--- src/rtl/fifo_rdy_pkg.sv ---
package fifo_rdy_pkg;

  // Action a condition unit requests from a flag register.
  typedef enum logic [1:0] {
    RDY_HOLD    = 2'd0,
    RDY_ASSERT  = 2'd1,
    RDY_RELEASE = 2'd2
  } rdy_act_e;

  // Release always outranks assert.
  function automatic rdy_act_e rdy_pick(input logic rel, input logic set);
    if (rel)      return RDY_RELEASE;
    else if (set) return RDY_ASSERT;
    else          return RDY_HOLD;
  endfunction

endpackage

--- src/rtl/fifo_rdy_rx_cond.sv ---
module fifo_rdy_rx_cond
  import fifo_rdy_pkg::*;
#(
  parameter int DEPTH = 64,
  localparam int CW   = $clog2(DEPTH + 1)
) (
  input  logic [CW-1:0] level,
  input  logic [CW-1:0] trig,
  input  logic          tmo,
  input  logic          err,
  output rdy_act_e      act
);

  logic is_empty;
  logic at_trig;
  logic rel;
  logic set;

  always_comb begin
    is_empty = (level == '0);
    at_trig  = (level >= trig);
    rel      = is_empty | err;
    set      = at_trig | tmo;
    act      = rdy_pick(rel, set);
  end

endmodule

--- src/rtl/fifo_rdy_tx_cond.sv ---
module fifo_rdy_tx_cond
  import fifo_rdy_pkg::*;
#(
  parameter int DEPTH = 64,
  localparam int CW   = $clog2(DEPTH + 1)
) (
  input  logic [CW-1:0] level,
  input  logic [CW-1:0] trig,
  output rdy_act_e      act
);

  localparam logic [CW-1:0] FULL = CW'(DEPTH);

  logic          is_full;
  logic [CW-1:0] space;
  logic          rel;
  logic          set;

  always_comb begin
    is_full = (level >= FULL);
    // Saturate so an out-of-range count reads as no space.
    space   = is_full ? '0 : (FULL - level);
    rel     = is_full;
    set     = (space >= trig);
    act     = rdy_pick(rel, set);
  end

endmodule

--- src/rtl/fifo_rdy_flag_reg.sv ---
module fifo_rdy_flag_reg
  import fifo_rdy_pkg::*;
(
  input  logic     clk,
  input  logic     rst,
  input  rdy_act_e act,
  output logic     flag_n
);

  always_ff @(posedge clk) begin
    if (rst) begin
      flag_n <= 1'b1;
    end else begin
      unique case (act)
        RDY_RELEASE: flag_n <= 1'b1;
        RDY_ASSERT:  flag_n <= 1'b0;
        default:     flag_n <= flag_n;
      endcase
    end
  end

endmodule

--- src/rtl/fifo_rdy_flags.sv ---
module fifo_rdy_flags
  import fifo_rdy_pkg::*;
#(
  parameter int DEPTH = 64,
  localparam int CW   = $clog2(DEPTH + 1)
) (
  input  logic          clk,
  input  logic          rst,
  input  logic [CW-1:0] rx_level,
  input  logic [CW-1:0] rx_trig,
  input  logic          rx_tmo,
  input  logic          rx_err,
  input  logic [CW-1:0] tx_level,
  input  logic [CW-1:0] tx_trig,
  output logic          rx_rdy_n,
  output logic          tx_rdy_n
);

  localparam int NFLAG = 2;

  rdy_act_e act [NFLAG];
  logic     flg [NFLAG];

  fifo_rdy_rx_cond #(.DEPTH(DEPTH)) i_rx_cond (
    .level (rx_level),
    .trig  (rx_trig),
    .tmo   (rx_tmo),
    .err   (rx_err),
    .act   (act[0])
  );

  fifo_rdy_tx_cond #(.DEPTH(DEPTH)) i_tx_cond (
    .level (tx_level),
    .trig  (tx_trig),
    .act   (act[1])
  );

  for (genvar g = 0; g < NFLAG; g++) begin : g_flag
    fifo_rdy_flag_reg i_reg (
      .clk    (clk),
      .rst    (rst),
      .act    (act[g]),
      .flag_n (flg[g])
    );
  end

  assign rx_rdy_n = flg[0];
  assign tx_rdy_n = flg[1];

endmodule

--- config.mk ---
export PLATFORM = sky130hd
export DESIGN_NAME = fifo_rdy_flags
export DESIGN_NICKNAME = d
export VERILOG_FILES = /design/src/rtl/fifo_rdy_pkg.sv /design/src/rtl/fifo_rdy_rx_cond.sv /design/src/rtl/fifo_rdy_tx_cond.sv /design/src/rtl/fifo_rdy_flag_reg.sv /design/src/rtl/fifo_rdy_flags.sv
export SDC_FILE = /design/constraint.sdc
export NUM_CORES = 1
export LEC_CHECK = 0
export BUFFER_PORTS_ARGS = -buffer_cell sky130_fd_sc_hd__buf_2
export CORE_MARGIN = 2
export CORE_UTILIZATION = 38
export CTS_BUF_LIST = sky130_fd_sc_hd__clkbuf_4 sky130_fd_sc_hd__clkbuf_8 sky130_fd_sc_hd__clkbuf_16
export CTS_CLUSTER_DIAMETER = 60
export DETAILED_ROUTE_END_ITERATION = 12
export HOLD_SLACK_MARGIN = 0.06
export PLACE_DENSITY_LB_ADDON = 0.3
export RECOVER_POWER = 25
export SYNTH_ARGS = -nofsm -noshare
export SYNTH_HDL_FRONTEND = slang
export SYNTH_SLANG_ARGS = --single-unit
--- constraint.sdc ---
create_clock -name clk -period 1.5 [get_ports clk]
set_clock_uncertainty 0.15 [all_clocks]
set_input_delay 0.075 -clock clk [delete_from_list [all_inputs] [get_ports clk]]
set_output_delay 0.075 -clock clk [all_outputs]
set_load 0.005 [all_outputs]
# After elaboration in Yosys (flattened, before gate mapping)
# Cells that the tools add are included.
# classes
add_sub_neg	1
n_lt_le_gt_ge	3
n_eq_ne	4
n_mux	7
bitwise	2
reduce_logical	3
# ops
op	n
$ge A7 B7 Y1	2
$ge A7 B7 Y1 const B	1
$logic_not A7 Y1	1
$mux W7	1
$sub A7 B7 Y7 const A	1
$eq A2 B1 Y1 const B	2
$eq A2 B2 Y1 const B	2
$mux W2	2
$pmux W1 S2	2
$reduce_bool A2 Y1	2
$mux W1	2
$or A1 B1 Y1	2
# word_totals
reg_bits	2
in_bits	32
output_inout_bits	2

# Longest topological paths before layout
# logic_depth
depth_word	7
depth_mapped	11
ltp_nobuf	11

# Hierarchy
# Synthesis repeated with hierarchy kept, for this count alone.
# hier_totals
hier_cells	86
area_unflattened_um2	659.4
# by_module_without_submodules
module	instances	cells_per_inst	area_each_um2	seq_area_each_um2
fifo_rdy_tx_cond	1	46	344.1	0.0
fifo_rdy_rx_cond	1	28	200.2	0.0
fifo_rdy_flag_reg	2	6	57.6	20.0

# Worst setup path before layout
# No wires, ideal clock.
# synth_timing
kind	input to register
from	input tx_level[0]
to	register g_flag[1].i_reg.flag_n
setup_ns	0.069
t_arrival_ns	1.296
path_slack_ns	-0.015
stages	10
path_buffers	0
path_cell_list	inv_1 -> ha_1 -> nand2b_1 -> nand3_1 -> o21a_1 -> nor4_2 -> ha_1 -> nand4_1 -> nand4b_1 -> o21ai_1
# synth_between
elab_chain_cells	7
# synth_lines
element	line_no	source
start: declaration	fifo_rdy_flags.sv:13	input logic [CW-1:0] tx_level,
$sub A7 B7 Y7 / $ge A7 B7 Y1 (equally long branches)	fifo_rdy_tx_cond.sv:22, fifo_rdy_tx_cond.sv:20	
$mux W7	fifo_rdy_tx_cond.sv:22	space = is_full ? '0 : (FULL - level);
$ge A7 B7 Y1	fifo_rdy_tx_cond.sv:24	set = (space >= trig);
$mux W1	fifo_rdy_pkg.sv:13	else if (set) return RDY_ASSERT;
$mux W2 *	fifo_rdy_pkg.sv:12	if (rel) return RDY_RELEASE;
$eq A2 B1 Y1 / $eq A2 B2 Y1 (equally long branches)	fifo_rdy_flag_reg.sv:14	unique case (act)
$pmux W1 S2 / $reduce_bool A2 Y1 (equally long branches)	--	
end signal: assignment	fifo_rdy_flag_reg.sv:17	default: flag_n <= flag_n;
end: declaration	fifo_rdy_flag_reg.sv:7	output logic flag_n
# Every way passes the cells marked *; elsewhere a longest branch is shown, timed or not.
# A chain may end at the register's enable or synchronous reset.

# Worst setup path in the final report
# Same ends and word-level chain as after synthesis.

==> run_results.csv <==
group,metric,value,unit
status,status,"finished, violations left",
status,failed_checks,"negative setup slack",
die,core_area,1350,µm²
cells_and_area,antenna_cells,0,
sta,rsz0062_at_grt,"yes",
sta,final.setup.worst_slack,-0.06224,ns
min_path,hold_path.class,"input port to register",
logic_synthesis,synth_top_cells_by_area,"ha_1 33%, inv_1 11%, dfxtp_1 7.0%",
sta,fin_crit,1.562,ns
cells_and_area,reg_top3,"g_flag.i_reg.flag_n: 2 flops",
global_route,grt_first_pass_wirelength,2663,µm
route,vias,699,
logic_synthesis,yosys_warnings,0,
global_route,antenna_found_initial,0,
setup_path,path_class,"input port to register",
cts,numCtsBuffers,3,
sta,fmax,640.1,MHz
pwr,powerDensity,406.7,nW/µm²
place,place_area,807.0,µm²
logic_synthesis,synthesis.instances,78,
setup_path,crit_fanout,3,
pwr,p_total,389.3,µW
cells_and_area,final_util,70.90,%
place,finalWeightedCongestion,0.6951,
cells_and_area,drive_gt1_share,46.51,%
logic_synthesis,synth_top_area_share,33.04,%
place,numPortBuffers,33,
sta,min_period_over_period,104.1,%
cts,clockRootBuffer,"clkbuf_4",
logic_synthesis,ys_ff_latch,2,
route,postRouteAntennaNets,0,
global_route,grt_usage,19.13,%
cts,clkLatencyLatePin,0.22,ns
global_route,grt_max_degree,6,
cts,clkSinkCount,2,
setup_path,cpPeakStageDelay,0.26,ns
sta,final-hold-violation-count,0,
cts,cts_tree,"built",
die,die-area,1820,µm²
setup_path,end_kind,"register",
logic_synthesis,syn-num-nets,125,
setup_path,setup.worst_path.start_class,"input port",
setup_path,cpLargestDelayFamily,"simple AND/OR/NAND/NOR gates",
route,maxUsedRoutingLayer,"met4",
place,dp_hpwl,1214,µm
route,drt_pass1_iterations,1,
cells_and_area,final_common_cell,"buf_2",
setup_path,arrival,1.57,ns
route,post-route-drc-count,0,
sta,worst_pin_slew,0.2991,ns
cells_and_area,nets,178,
pwr,peakVddDrop,0.0001829,V
die,io_pins,34,
cts,path_clk_slew,0.03,ns
global_route,gr-total-overflow,0,
die,initial_core_util,42.08,%
route,wire_per_inst,10.28,µm
die,rows,13,
cells_and_area,layout_common_cells,"31 x buf_2, 15 x inv_1, 13 x ha_1",
logic_synthesis,synth_top_cell_by_area,"ha_1",
logic_synthesis,syn_area,568.0,µm²
logic_synthesis,ys_seq_area_share,7.048,%
global_route,grt_pass1_vias,693,
cells_and_area,area_delta_synth_final,68.50,%
route,avgViaCountPerCell,4.854,
logic_synthesis,ys_types,24,
cts,cts.path.max_buffers,2,
die,die_h,42.67,µm
setup_path,cp_num_buf_inv,3,
cells_and_area,stdcell_area,957.2,µm²
route,wl_met3,71,µm
cells_and_area,largest_reg_flops,2,
cells_and_area,top_register,"g_flag.i_reg.flag_n",
sta,finalSetupViolCount,1,
sta,drv_slew,0,
sta,maxSlewHeadroom,79.78,%
route,dr.first_iter.drc_count,0,
setup_path,cp.required,1.50,ns
die,die_w,42.67,µm
route,met2RoutedLength,848,µm
pwr,leakage,0.5440,nW
cts,cts.htree.levels,1,
route,met1Wirelength,531,µm
logic_synthesis,synth.avg_cell_area,7.283,µm²
setup_path,crit_slowest_cell,"ha_1",
setup_path,path_cells,"buf_8 > nor3_4 > buf_6 > nand2_2 > xnor2_2 > nor2_1 > ha_1 > buf_4 > nand4_1 > nand4b_1 > o21ai_1",
route,totalWireLength,1481,µm
run,max-cap-violations,0,
## synthesized netlist by cell type (all sizes together)
cell type and n:
inv 17, ha 15, nor2 8, a21oi 5, nand3 4, nand2 3
nand2b 3, o21ai 3, xor2 3, dfxtp 2, nand4 2, nor3 2
nor4 2, nor4b 2, a2111oi 1, a21o 1, a31oi 1, nand4b 1
nor2b 1, o21a 1, xnor2 1
## per-layer routing
metal,GRT usage [%],vias to the layer above
li1,-,371
met1,18.21,299
met2,39.39,23
met3,2.553,6
met4,7.500,0
met5,0,-
## power by group
group	switching (mW)	leakage, nW	total, mW	internal, mW
Sequential	0.00173	0.0164	0.0584	0.0567
Combinational	0.0937	0.514	0.212	0.118
Clock	0.0307	0.0138	0.119	0.0883
## kinds of logic after synthesis
group | share of synthesized area (%)
xor+xnor | 6.169
simple gates | 29.08
fa+ha+maj | 33.04
flops | 7.049
buf+inv | 11.23
compound gates | 13.44
## final timing paths
| kind | start | depth (start not counted) | to | slack (ns) |
|---|---|---|---|---|
| setup / recovery | tx_level[0] | 11 | g_flag[1].i_reg.flag_n | -0.06 |
| hold / removal | rx_level[2] | 4 | g_flag[0].i_reg.flag_n | 0.15 |
| setup reg to reg | g_flag[0].i_reg.flag_n | 3 | g_flag[0].i_reg.flag_n | 0.26 |
| hold reg to reg | g_flag[1].i_reg.flag_n | 2 | g_flag[1].i_reg.flag_n | 0.35 |
## metrics by stage
| stage | setup slack [ns] | std cells | TNS, ns | hold slack [ns] |
|---|---|---|---|---|
| final | -0.06224 | 144 | -0.06224 | 0.1489 |
| after global placement | -0.2124 | 133 | -0.2124 | 0.1457 |
| after detailed placement | -0.2764 | 133 | -0.2764 | 0.1594 |
| after global routing | -0.1890 | 144 | -0.1890 | 0.2254 |
| after floorplan | 0.01397 | 78 | 0 | 0.03315 |
| after CTS | 0.002661 | 142 | 0 | 0.1613 |
## tightest hold or removal path, delay by kind of cell
family	cells	cell delay (ns)
compound gates	2	0.17
simple gates	1	0.13
buf+inv	1	0.11
## layout make-up
cell class                 instances  area (µm²)
multi-input combinational         59       506.7
fill                             129       392.9
timing repair buffer              48       305.3
inverter                          17       63.81
sequential                         2       40.04
clock buffer                       3       22.52
tap                               15       18.77
## what timing repair did
action	4_1_cts	5_1_grt
setup buffers	3	2
endpoints found under the setup margin	1	2
pin swaps	15	8
cloned	0	0
hold buffers	3	0
gates resized for setup	8	8
hold endpoints to repair	2	0
Note: power is estimated with default switching activity, not from simulation.
